`src/rtl/scan_tap_pkg.sv`:
```
package scan_tap_pkg;

  typedef enum logic [3:0] {
    TLR, RTI,
    SEL_DR, CAP_DR, SH_DR, EX1_DR, PAU_DR, EX2_DR, UPD_DR,
    SEL_IR, CAP_IR, SH_IR, EX1_IR, PAU_IR, EX2_IR, UPD_IR
  } tapState_e;

  // strobes from the control FSM to the datapath, all decoded from the current state
  typedef struct packed {
    logic resetLogic;
    logic inIdle;
    logic captureIr;
    logic shiftIr;
    logic updateIr;
    logic captureDr;
    logic shiftDr;
    logic updateDr;
  } tapStrobe_t;

endpackage

```
`src/rtl/scan_tap_fsm.sv`:
```
module scan_tap_fsm
  import scan_tap_pkg::*;
(
  input  logic       tck,
  input  logic       trstN,
  input  logic       tms,
  output tapState_e  state,
  output tapStrobe_t strb
);

  tapState_e nextState;

  always_comb begin
    nextState = state;
    unique case (state)
      TLR:    nextState = tms ? TLR    : RTI;
      RTI:    nextState = tms ? SEL_DR : RTI;
      SEL_DR: nextState = tms ? SEL_IR : CAP_DR;
      CAP_DR: nextState = tms ? EX1_DR : SH_DR;
      SH_DR:  nextState = tms ? EX1_DR : SH_DR;
      EX1_DR: nextState = tms ? UPD_DR : PAU_DR;
      PAU_DR: nextState = tms ? EX2_DR : PAU_DR;
      EX2_DR: nextState = tms ? UPD_DR : SH_DR;
      UPD_DR: nextState = tms ? SEL_DR : RTI;
      SEL_IR: nextState = tms ? TLR    : CAP_IR;
      CAP_IR: nextState = tms ? EX1_IR : SH_IR;
      SH_IR:  nextState = tms ? EX1_IR : SH_IR;
      EX1_IR: nextState = tms ? UPD_IR : PAU_IR;
      PAU_IR: nextState = tms ? EX2_IR : PAU_IR;
      EX2_IR: nextState = tms ? UPD_IR : SH_IR;
      UPD_IR: nextState = tms ? SEL_DR : RTI;
      default: nextState = TLR;
    endcase
  end

  always_ff @(posedge tck or negedge trstN) begin
    if (!trstN) state <= TLR;
    else        state <= nextState;
  end

  always_comb begin
    strb            = '0;
    strb.resetLogic = (state == TLR);
    strb.inIdle     = (state == RTI);
    strb.captureIr  = (state == CAP_IR);
    strb.shiftIr    = (state == SH_IR);
    strb.updateIr   = (state == UPD_IR);
    strb.captureDr  = (state == CAP_DR);
    strb.shiftDr    = (state == SH_DR);
    strb.updateDr   = (state == UPD_DR);
  end

endmodule

```
`src/rtl/scan_tap_datapath.sv`:
```
module scan_tap_datapath
  import scan_tap_pkg::*;
#(
  parameter int IR_W  = 5,
  parameter int CFG_W = 8,
  parameter logic [IR_W-1:0] CODE_PROG   = 5'b10000,
  parameter logic [IR_W-1:0] CODE_ERASE  = 5'b10001,
  parameter logic [IR_W-1:0] CODE_VERIFY = 5'b10010
) (
  input  logic             tck,
  input  logic             trstN,
  input  logic             tdi,
  input  tapStrobe_t       strb,
  output logic             tdo,
  output logic             tdoEn,
  output logic             testMode,
  output logic             execStrobe,
  output logic [IR_W-1:0]  irActive,
  output logic [CFG_W-1:0] cfgData
);

  localparam logic [IR_W-1:0] CODE_BYPASS = '1;
  localparam logic [IR_W-1:0] IR_CAPTURE  = IR_W'(1);

  logic [IR_W-1:0]  irShift;
  logic [CFG_W-1:0] cfgShift;
  logic             bypassBit;
  logic             cfgSel;
  logic             serialOut;

  function automatic logic isCfg(input logic [IR_W-1:0] code);
    return (code == CODE_PROG) || (code == CODE_ERASE) || (code == CODE_VERIFY);
  endfunction

  // every code outside the configuration set, including sample and extest, uses the bypass bit
  assign cfgSel   = isCfg(irActive);
  assign testMode = strb.inIdle && cfgSel;

  // instruction register: shift stage and active stage
  always_ff @(posedge tck or negedge trstN) begin
    if (!trstN) begin
      irShift    <= IR_CAPTURE;
      irActive   <= CODE_BYPASS;
      execStrobe <= 1'b0;
    end else begin
      execStrobe <= strb.updateIr && !isCfg(irShift);
      if (strb.captureIr)    irShift <= IR_CAPTURE;
      else if (strb.shiftIr) irShift <= {tdi, irShift[IR_W-1:1]};
      if (strb.resetLogic)    irActive <= CODE_BYPASS;
      else if (strb.updateIr) irActive <= irShift;
    end
  end

  // data registers: bypass bit and placeholder configuration register
  always_ff @(posedge tck or negedge trstN) begin
    if (!trstN) begin
      bypassBit <= 1'b0;
      cfgShift  <= '0;
      cfgData   <= '0;
    end else begin
      if (strb.captureDr) begin
        bypassBit <= 1'b0;
        if (cfgSel) cfgShift <= cfgData;
      end else if (strb.shiftDr) begin
        bypassBit <= tdi;
        if (cfgSel) cfgShift <= {tdi, cfgShift[CFG_W-1:1]};
      end
      if (strb.updateDr && cfgSel) cfgData <= cfgShift;
    end
  end

  always_comb begin
    if (strb.shiftIr)  serialOut = irShift[0];
    else if (cfgSel)   serialOut = cfgShift[0];
    else               serialOut = bypassBit;
  end

  // output stage on the falling edge
  always_ff @(negedge tck or negedge trstN) begin
    if (!trstN) begin
      tdo   <= 1'b0;
      tdoEn <= 1'b0;
    end else begin
      tdo   <= serialOut;
      tdoEn <= strb.shiftIr || strb.shiftDr;
    end
  end

endmodule

```
`src/rtl/scan_tap_ctl.sv`:
```
module scan_tap_ctl
  import scan_tap_pkg::*;
#(
  parameter int IR_W  = 5,
  parameter int CFG_W = 8
) (
  input  logic             tck,
  input  logic             trstN,
  input  logic             tms,
  input  logic             tdi,
  output logic             tdo,
  output logic             tdoEn,
  output logic             testMode,
  output logic             execStrobe,
  output logic [IR_W-1:0]  irActive,
  output logic [CFG_W-1:0] cfgData
);

  tapState_e  ctlState;
  tapStrobe_t ctlStrb;

  scan_tap_fsm u_fsm (
    .tck   (tck),
    .trstN (trstN),
    .tms   (tms),
    .state (ctlState),
    .strb  (ctlStrb)
  );

  scan_tap_datapath #(
    .IR_W  (IR_W),
    .CFG_W (CFG_W)
  ) u_dp (
    .tck        (tck),
    .trstN      (trstN),
    .tdi        (tdi),
    .strb       (ctlStrb),
    .tdo        (tdo),
    .tdoEn      (tdoEn),
    .testMode   (testMode),
    .execStrobe (execStrobe),
    .irActive   (irActive),
    .cfgData    (cfgData)
  );

endmodule

```
`config.mk`:
```
export PLATFORM = sky130hd
export DESIGN_NAME = scan_tap_ctl
export DESIGN_NICKNAME = d
export VERILOG_FILES = /design/src/rtl/scan_tap_pkg.sv /design/src/rtl/scan_tap_fsm.sv /design/src/rtl/scan_tap_datapath.sv /design/src/rtl/scan_tap_ctl.sv
export SDC_FILE = /design/constraint.sdc
export NUM_CORES = 1
export LEC_CHECK = 0
export ABC_AREA = 0
export BUFFER_PORTS_ARGS = -buffer_cell sky130_fd_sc_hd__buf_2
export CAP_MARGIN = 40
export CELL_PAD_IN_SITES_DETAIL_PLACEMENT = 1
export CELL_PAD_IN_SITES_GLOBAL_PLACEMENT = 1
export CORE_UTILIZATION = 40
export DETAILED_ROUTE_END_ITERATION = 8
export HOLD_SLACK_MARGIN = 0.05
export PLACE_DENSITY_LB_ADDON = 0.1
export SLEW_MARGIN = 20
export SYNTH_ARGS = -nofsm -noshare
export SYNTH_HDL_FRONTEND = slang
export SYNTH_SLANG_ARGS = --single-unit
```
`constraint.sdc`:
```
create_clock -name tck -period 1.52 [get_ports tck]
set_input_delay 0.152 -clock tck [delete_from_list [all_inputs] [get_ports tck]]
set_output_delay 0.152 -clock tck [all_outputs]
set_load 0.02 [all_outputs]
```
==> results of run 1 <==
-- cell type report --
class / instances / area, um2
fillers: 425 / 1550
multi-input cells: 116 / 896
flip-flops and latches: 34 / 861
repair buffers: 58 / 529
clock buffers: 6 / 82.6
well taps: 50 / 62.6
clock inverters: 2 / 12.5
inverters: 3 / 11.3
-- worst min path at each step --
stage           from                            to  slack [ns]  cells after the start
2_1_floorplan  trstN    u_dp.bypassBit$_DFFE_PN0P_       -0.14                      0
3_3_place_gp   trstN    u_dp.bypassBit$_DFFE_PN0P_        0.07                      1
3_5_place_dp   trstN  u_dp.cfgShift[1]$_DFFE_PN0P_        0.08                      1
4_1_cts          tdi   u_dp.irShift[4]$_DFFE_PN0N_        0.14                      3
5_1_grt          tdi   u_dp.irShift[4]$_DFFE_PN0N_        0.17                      3
6_report         tdi   u_dp.irShift[4]$_DFFE_PN0N_        0.16                      3
-- stage by stage --
stage | utilization (%) | area [um2]
final | 61.4 | 2450
after floorplan | - | 1720
after CTS | 53.6 | 2140
after global routing | 61.4 | 2450
after global placement | 49.1 | 1960
after detailed placement | 49.1 | 1960
-- state kept, by name, summed over array words and instances, names as in the netlist --
signal	cells
u_dp.execStrobe	1
u_dp.irShift	5
u_dp.tdoEn	1
u_dp.cfgData	8
u_fsm.state	4
u_dp.cfgShift	8
u_dp.irActive	5
u_dp.tdo	1
u_dp.bypassBit	1
-- logic make-up after synthesis --
logic type | after synthesis | share of synthesized area [%]
AO/OA/AOI/OAI | 42 | 16.4
XOR/XNOR | 1 | 0.525
buffers and inverters | 12 | 4.05
flip-flops | 34 | 51.4
multiplexers | 17 | 10.8
AND/OR/NAND/NOR | 56 | 16.8
-- power by group --
part           internal, mW  total, mW  switching, mW  leakage, nW
sequential             1.13       1.32          0.199        0.435
combinational          1.05       2.12           1.06        0.650
clock                 0.364      0.707          0.343       0.0472
-- critical path, stage by stage, from the launching register on --
cell and delay [ns]:
dfstp_2 0.56, a21oi_2 0.07, and3b_2 0.23, mux2i_1 0.16, a21oi_1 0.08
-- cell usage in the layout (no fill, tap or decap), types with 4 or more instances in the layout --
master     n
clkbuf_8   6
buf_2     18
a22oi_1    5
dfrtp_1   24
mux2i_1    6
mux2_4     8
o21ai_2    4
buf_12     6
buf_4     24
o21ai_1   10
o21ai_0    7
dfstp_2    6
buf_6      7
nor2_1    10
nand2_1   22
-- routing by layer --
metal / wire (um) / up-vias / GRT usage, %
met5: 0 / - / 0
met2: 2470 / 24 / 33.2
met1: 2210 / 747 / 28.4
li1: - / 684 / -
met3: 131 / 9 / 4.62
met4: 86 / 0 / 5.59
-- timing repair --
action	CTS	global route
hold buffers	1	0
pin swaps	1	7
setup buffers	1	14
resized for setup	18	39
cloned	0	2
endpoints found under the hold margin	13	0
setup endpoints to repair	17	23
==> results.cfg, run 1 <==
[clock_tree]
cts-htree-levels = 2
clock_tree.buffer_depth = 2
clk-insertion-delay-late_ns = 0.30
cts_num_sinks = 34
clockRootBuffer = clkbuf_8
cts_tree = done
inserted_clock_buffers = 5
cts.clk_slew.worst_paths_ns = 0.07

[routing]
avgViaCountPerCell = 5.44
routed_wl_um = 4900
first_iter_violations = 96
first_pass_iters = 4
detail_route.drc_violations = 0
via_count = 1464
antenna_violating_nets_left = 0
post_drt_wl_per_cell_um = 18.2

[yosys]
syn_avg_cell_area_um2 = 10.3
syn_nets = 166
synth_cell_type_count = 37
synth_common_cells = 26 x dfrtp_1, 23 x nand2_1, 13 x nor2_1, 13 x o21ai_0, 9 x mux2i_1
number_of_enable_flip_flop_cells_after_synthesis = 0
synth_ff_type = dfrtp_1
synth_sequential_area_ratio_pct = 51.4
yosysMostFrequentCell = dfrtp_1
ys_async_sr_fraction_pct = 100
post-synth-top-area-fraction_pct = 39.0
cell_types_with_the_largest_area_share_after_synthesis = dfrtp_1 39%, dfstp_2 9.4%, mux2i_1 5.4%, mux2_2 5.4%, nand2_1 5.2%
synthesis_stage_register_bit_count = 34
synth-warning-count = 0
synthCells = 162
synth_top_area_cell = dfrtp_1
post_synth_design_cell_area_mm2 = 0.00167

[grt]
global_route.usage.total_pct = 20.9
via_count_of_the_first_global_routing_pass = 1408
number_of_antenna_violations_at_the_first_check_in_global_routing = 0
grt_pass1_wl_um = 6870
global_route.overflow_total = 0
grt_start_max_net_pins = 22

[sta]
postLayoutSetupSlackWorst_ns = -0.501
hold-worst-slack_ns = 0.157
grt_setup_unrepaired = true
slew_headroom_pct = 73.2
final.setup_skew_ns = 0.00778
timing_worst_slew_pin_value_ns = 0.399
timing.setup.tns_ns = -3.00
final_hold_viol_count = 0
drv_slew = 0
setup-violations-final = 22

[placement]
replace_congestion = 0.743
placed_cells_incl_taps = 243
place.port_buffers = 20
dp.final_hpwl_um = 2790
post_place_setup_slack_ns = -0.445

[cells_and_area]
syn_to_final_growth_pct = 47.1
num-nets-final = 222
layout.cells.non_filler = 269
n_antenna_cell = 0
layout-drive-gt1-share_pct = 48.9

[setup_path]
worst-r2r-cell-count = 4
worstPathRequired_ns = 0.90
critical_path.startpoint_type = flop
critPathCapture = u_dp.tdo$_DFF_NN0_
worstPathMaxFanout = 2
crit-reg2reg-capture = u_dp.tdo$_DFF_NN0_
setup.reg_to_reg.worst_slack_ns = -0.50
regToRegStartpoint = u_dp.irActive[1]$_DFFE_PN1P_
setup.worst_path.start = u_dp.irActive[1]$_DFFE_PN1P_
critPathKind = reg2reg
critPathArrivalTime_ns = 1.40
setup.worst_path.end_class = flop

[power_and_ir_drop]
cellPowerDensity_mw_per_mm2 = 1690
report.power.total_mw = 4.15
vdd_ir_drop_max_uv = 898
static-leakage-power_nw = 1.13

[status]
failed_checks = setup timing
status = finished with violations

[floorplan]
initial_utilization_pct = 41.7
die_area_mm2 = 0.00443
floorplan.io_pins = 21
width_of_the_chip_um = 66.6
placeable_core_region_mm2 = 0.00400
die_height_um = 66.6
standard_cell_row_count = 23

[worst_hold_path]
worst_hold_path_type = in2reg

[run]
drv_cap = 0
No activity file was read; power rests on OpenSTA's default activity.
==> inputs of run 2 (changes only) <==
CORE_UTILIZATION = 41   (was 40)
SYNTH_HIERARCHICAL = 1   (was default)
==> run 2 against run 1 <==
The run still ends with setup timing left. Non-clock buffer count shrank 3. Clock skew grew 0.0028 ns. Clock power shrank 2%. Die area grew 4.6%. Combinational power shrank 9%. Wire length shrank 8.1%. Cell area shrank 5.1%. Register-to-register slack lost 0.05 ns. Count of clock-buffer cells in the layout grew 1. Critical path depth grew 1. Setup slack lost 0.052 ns. Sequential cell count is the same. Highest routed layer unchanged.
==> results.cfg, run 2 <==
[floorplan]
width_of_the_chip_um = 68.1
standard_cell_row_count = 23
initial_utilization_pct = 43.8
die_height_um = 68.1
floorplan.io_pins = 21
placeable_core_region_mm2 = 0.00409
die_area_mm2 = 0.00464

[placement]
placement.cell_area_mm2 = 0.00209
place.port_buffers = 20
dp.final_hpwl_um = 2970
placed_cells_incl_taps = 248
post_place_setup_slack_ns = -0.649
replace_congestion = 0.745

[cells_and_area]
n_antenna_cell = 0
most_common_library_cell_in_the_layout_ignoring_fill_and_taps = buf_4
syn_to_final_growth_pct = 30.0
reg_top3 = u_dp/cfgData (8), u_dp/cfgShift (8)
postLayoutCellArea_mm2 = 0.00233
layout-drive-gt1-share_pct = 45.8
fillerInstances = 469
layout.cells.non_filler = 262
num-nets-final = 215
layout.cells.most_common_list = 29 x buf_4, 26 x dfrtp_1, 17 x buf_2, 14 x nor2_1, 9 x nor2b_1

[clock_tree]
clock_tree.buffer_depth = 2
clk-insertion-delay-late_ns = 0.30
cts-htree-levels = 2
cts_tree = done
inserted_clock_buffers = 5
clockRootBuffer = clkbuf_8
cts.clk_slew.worst_paths_ns = 0.07
cts_num_sinks = 34

[yosys]
post_synth_design_cell_area_mm2 = 0.00179
ys_async_sr_fraction_pct = 100
number_of_enable_flip_flop_cells_after_synthesis = 0
yosysMostFrequentCell = dfrtp_1
synthesis_stage_register_bit_count = 34
synth_cell_type_count = 48
cell_types_with_the_largest_area_share_after_synthesis = dfrtp_1 36%, dfstp_2 8.8%, mux2_2 5.0%, o221a_2 4.4%, a211o_1 3.4%
post-synth-top-area-fraction_pct = 36.3
synthCells = 165
syn_avg_cell_area_um2 = 10.9
synth_common_cells = 26 x dfrtp_1, 15 x nor2_1, 9 x nor2b_1
synth_top_area_cell = dfrtp_1
synth_ff_type = dfrtp_1
synth-warning-count = 6
syn_nets = 169
synth_sequential_area_ratio_pct = 47.9

[sta]
hold-worst-slack_ns = 0.148
final_hold_viol_count = 0
grt_setup_unrepaired = true
setup-violations-final = 27
slew_headroom_pct = 72.7
postLayoutSetupSlackWorst_ns = -0.554
drv_slew = 0
timing_worst_slew_pin_value_ns = 0.410
final.setup_skew_ns = 0.0105

[worst_hold_path]
worst_hold_startpoint = tdi
min_delay_path_depth = 3
min_to = u_dp/bypassBit$_DFFE_PN0P_
worst_hold_path_type = in2reg

[routing]
routed_wl_um = 4500
first_pass_iters = 4
first_iter_violations = 84
via_count = 1451
detail_route.drc_violations = 0
post_drt_wl_per_cell_um = 17.2
antenna_violating_nets_left = 0
avgViaCountPerCell = 5.54

[power_and_ir_drop]
cellPowerDensity_mw_per_mm2 = 1670
vdd_ir_drop_max_uv = 860
static-leakage-power_nw = 1.07

[setup_path]
setup.worst_path.end_class = flop
critPathKind = reg2reg
critPathArrivalTime_ns = 1.45
worstPathRequired_ns = 0.90
slowest_cell_on_the_critical_path = dfrtp_1
regToRegStartpoint = u_fsm/state[2]$_DFF_PN0_
crit-reg2reg-capture = u_dp/tdo$_DFF_NN0_
worst-r2r-cell-count = 5
setup.reg_to_reg.worst_slack_ns = -0.55
cp_slowest_stage_delay_ns = 0.38
worstPathMaxFanout = 3
critical_path.startpoint_type = flop
cp_cell_sequence = or2b_4 -> nor2_4 -> nand2b_1 -> a21oi_1 -> a221o_1

[grt]
number_of_antenna_violations_at_the_first_check_in_global_routing = 0
grt_pass1_wl_um = 7140
grt_start_max_net_pins = 33
global_route.usage.total_pct = 21.4
global_route.overflow_total = 0
via_count_of_the_first_global_routing_pass = 1427

[run]
drv_cap = 0

[status]
failed_checks = setup timing
status = finished with violations
==> run 2: cells by family after synthesis <==
| group | Yosys count | synth area share [%] |
|---|---|---|
| muxes | 13 | 7.82 |
| DFF | 34 | 47.9 |
| AOI/OAI and AO/OA | 44 | 20.5 |
| and+or+nand+nor | 55 | 17.3 |
| buffers and inverters | 19 | 6.42 |
==> run 2: report_power, final <==
part	switching [mW]	internal (mW)	total, mW
sequential	0.132	1.13	1.26
combinational	1.01	0.920	1.93
clock	0.330	0.365	0.696
==> run 2: worst max path at each step <==
| stage | start | end | slack (ns) | cells past startpoint |
|---|---|---|---|---|
| finish | u_fsm/state[2]$_DFF_PN0_ | u_dp/tdo$_DFF_NN0_ | -0.55 | 5 |
| global route | u_fsm/state[2]$_DFF_PN0_ | u_dp/tdo$_DFF_NN0_ | -0.59 | 5 |
| global placement | u_fsm/state[2]$_DFF_PN0_ | u_dp/tdo$_DFF_NN0_ | -0.57 | 5 |
| detailed placement | u_fsm/state[2]$_DFF_PN0_ | u_dp/tdo$_DFF_NN0_ | -0.65 | 5 |
| floorplan | u_fsm/state[3]$_DFF_PN0_ | u_dp/tdo$_DFF_NN0_ | -0.75 | 7 |
| CTS | u_fsm/state[2]$_DFF_PN0_ | u_dp/tdo$_DFF_NN0_ | -0.56 | 5 |
==> run 2: layer usage <==
metal / vias to the layer above / global-route usage, % / part of all wire, %
met3: 7 / 4.50 / 2.8
met5: - / 0 / 0
met4: 0 / 7.81 / 1.4
met2: 21 / 33.5 / 49
li1: 703 / - / -
met1: 720 / 28.9 / 47
==> run 2: final cells by class <==
cell class	count	area [um2]	area share, %
clock buffers	7	86.3	3.71
well taps	50	62.6	2.69
inverters	3	13.8	0.591
repair buffers	55	412	17.7
multi-input cells	112	891	38.3
clock inverters	1	5.00	0.215
flip-flops and latches	34	858	36.9
==> run 2: worst max-delay path, delay by kind of cell (launching register included) <==
family / cells / cell delay, ns
AO/OA/AOI/OAI: 2 / 0.31
flip-flops: 1 / 0.38
AND/OR/NAND/NOR: 3 / 0.48
==> run 2: metrics by stage <==
stage	setup TNS, ns	power, mW	util (%)
2_1_floorplan	-1.37	2.45	-
3_3_place_gp	-3.05	2.84	51.2
4_1_cts	-3.97	3.85	56.4
3_5_place_dp	-4.06	2.92	51.2
6_report	-4.54	3.88	57.0
5_1_grt	-6.48	4.12	57.0
==> run 2: repair_timing <==
item,4_1_cts,5_1_grt
setup endpoints to repair,22,28
pin swaps,3,2
buffers inserted,3,2
hold buffers,1,0
hold endpoints to repair,26,0
gates cloned,1,0
gates resized for setup,22,2
==> inputs of run 3 (changes only) <==
--- a/config.mk
+++ b/config.mk
@@ -12,3 +12,3 @@
 export CELL_PAD_IN_SITES_GLOBAL_PLACEMENT = 1
-export CORE_UTILIZATION = 41
+export CORE_UTILIZATION = 45
 export DETAILED_ROUTE_END_ITERATION = 8
==> constraint.sdc (replaced) <==
create_clock -name tck -period 2.05 [get_ports tck]
set_input_delay 0.3075 -clock tck [delete_from_list [all_inputs] [get_ports tck]]
set_output_delay 0.3075 -clock tck [all_outputs]
set_load 0.02 [all_outputs]
==> run 3 against run 2 <==
The run still ends with setup timing left. Sequential power is 25% lower. First-iteration DRC count up 7.1%. Core utilization increased by 0.51 points. Clock power decreased by 27%. Clock skew hardly changed.
==> results.cfg, run 3 (synthesized netlist as in run 2, its figures left out) <==
[status]
status = finished with violations
failed_checks = setup timing

[setup_path]
critical_path.startpoint_type = flop
cp_cell_sequence = or2b_4 -> nor2_4 -> nand2b_1 -> a21oi_1 -> a221o_1
cp_slowest_stage_delay_ns = 0.39
setup.reg_to_reg.worst_slack_ns = -0.29
critPathArrivalTime_ns = 1.46
critPathKind = reg2reg
worstPathMaxFanout = 3
critPathCapture = u_dp/tdo$_DFF_NN0_
slowest_cell_on_the_critical_path = dfrtp_1
worst-r2r-cell-count = 5
regToRegStartpoint = u_fsm/state[2]$_DFF_PN0_
setup.worst_path.end_class = flop
crit-reg2reg-capture = u_dp/tdo$_DFF_NN0_
worstPathRequired_ns = 1.16
setup.worst_path.start = u_fsm/state[2]$_DFF_PN0_

[power_and_ir_drop]
cellPowerDensity_mw_per_mm2 = 1230
share_clk_of_total_power_pct = 19.3
p_sw_share_pct = 37.6
vdd_ir_drop_max_uv = 707
combPwrFrac_pct = 45.4
pwr-share-seq_pct = 35.4
report.power.total_mw = 2.66
switching_power_mw = 0.999
static-leakage-power_nw = 0.992
internal-power_mw = 1.66

[cells_and_area]
layout.cells.non_filler = 248
num-nets-final = 203
layout-drive-gt1-share_pct = 41.0
layout.cells.most_common_list = 26 x dfrtp_1, 22 x buf_4, 18 x buf_2, 14 x nor2_1, 9 x nor2b_1
fillerInstances = 414
postLayoutCellArea_mm2 = 0.00215
most_common_library_cell_in_the_layout_ignoring_fill_and_taps = dfrtp_1
syn_to_final_growth_pct = 20.1
n_antenna_cell = 0
reg_top3 = u_dp/cfgData (8), u_dp/cfgShift (8)

[floorplan]
floorplan.io_pins = 21
die_height_um = 65.1
initial_utilization_pct = 47.9
die_area_mm2 = 0.00424
standard_cell_row_count = 22
placeable_core_region_mm2 = 0.00374
width_of_the_chip_um = 65.1

[worst_hold_path]
worst_hold_path_type = in2reg

[sta]
drv_slew = 0
final_hold_viol_count = 0
grt_setup_unrepaired = true
timing_worst_slew_pin_value_ns = 0.399
slew_headroom_pct = 73.4
final.setup_skew_ns = 0.0101
timing.setup.tns_ns = -0.713
postLayoutSetupSlackWorst_ns = -0.294
setup-violations-final = 4

[routing]
post_drt_wl_per_cell_um = 16.8
antenna_violating_nets_left = 0
via_count = 1421
first_pass_iters = 4
detail_route.drc_violations = 0
first_iter_violations = 90
routed_wl_um = 4170
avgViaCountPerCell = 5.73

[grt]
via_count_of_the_first_global_routing_pass = 1480
global_route.usage.met2_pct = 36.1
global_route.usage.total_pct = 22.3
grt_use_met3_pct = 5.73
global_route.overflow_total = 0
grtUsageMet1_pct = 29.1
number_of_antenna_violations_at_the_first_check_in_global_routing = 0
grt_pass1_wl_um = 7070
grt_start_max_net_pins = 32
gr-max-usage-layer = met2

[placement]
placed_cells_incl_taps = 238
post_place_setup_slack_ns = -0.381
dp.final_hpwl_um = 2910
replace_congestion = 0.753
placement.cell_area_mm2 = 0.00202
place.port_buffers = 20

[clock_tree]
inserted_clock_buffers = 5
cts-htree-levels = 2
cts_num_sinks = 34
cts_tree = done
cts.clk_slew.worst_paths_ns = 0.07
clock_tree.buffer_depth = 2
clockRootBuffer = clkbuf_8
clk-insertion-delay-late_ns = 0.29

[run]
drv_cap = 0
## run 3: final cells by class
type,instances,area (um2),share of cell area [%]
Tap cell,48,60.1,2.79
Clock inverter,1,5.00,0.233
Inverter,3,13.8,0.640
Timing Repair Buffer,43,288,13.4
Sequential cell,34,858,39.9
Clock buffer,7,86.3,4.01
Multi-Input combinational cell,112,841,39.1
## run 3: worst max-delay path: cells and delay by family (launching register included)
family	cells	cell delay (ns)
AOI/OAI and AO/OA	2	0.31
DFF	1	0.39
and+or+nand+nor	3	0.48
## run 3: metal layers
layer | share of wire (%) | vias to the layer above
li1 | - | 676
met1 | 47 | 715
met2 | 49 | 24
met3 | 2.9 | 6
met4 | 1.3 | 0
met5 | 0 | -
## run 3: through the flow
step                utilization [%]  hold WS [ns]
floorplan                         -        0.0119
global route                   57.5         0.321
CTS                            57.1         0.297
finish                         57.5         0.302
global placement               53.9         0.125
detailed placement             53.9         0.127
## run 3: worst min-delay path by stage
stage                      from                           end  slack [ns]  cells after the start
after floorplan           trstN    u_dp/bypassBit$_DFFE_PN0P_        0.01                      0
after global placement    trstN  u_dp/cfgShift[0]$_DFFE_PN0P_        0.13                      1
after detailed placement  trstN  u_dp/cfgShift[0]$_DFFE_PN0P_        0.13                      1
after CTS                   tdi    u_dp/bypassBit$_DFFE_PN0P_        0.30                      3
after global routing        tdi    u_dp/bypassBit$_DFFE_PN0P_        0.32                      3
final                       tdi    u_dp/bypassBit$_DFFE_PN0P_        0.30                      3
## run 3: power by group through the flow
stage	combinational (mW)	clock (mW)	sequential, mW
final	1.20	0.511	0.940
after global routing	1.32	0.549	0.956
after CTS	1.19	0.532	0.941
after detailed placement	1.15	0	0.948
after global placement	1.10	0	0.940
after floorplan	0.810	0	1.00
## run 3: repair_timing
action                                  in CTS  in global routing
cloned                                       0                  0
endpoints found under the setup margin       4                  5
resized for setup                            6                  1
buffers inserted                             0                  1
hold buffers                                 1                  0
hold endpoints to repair                     1                  0
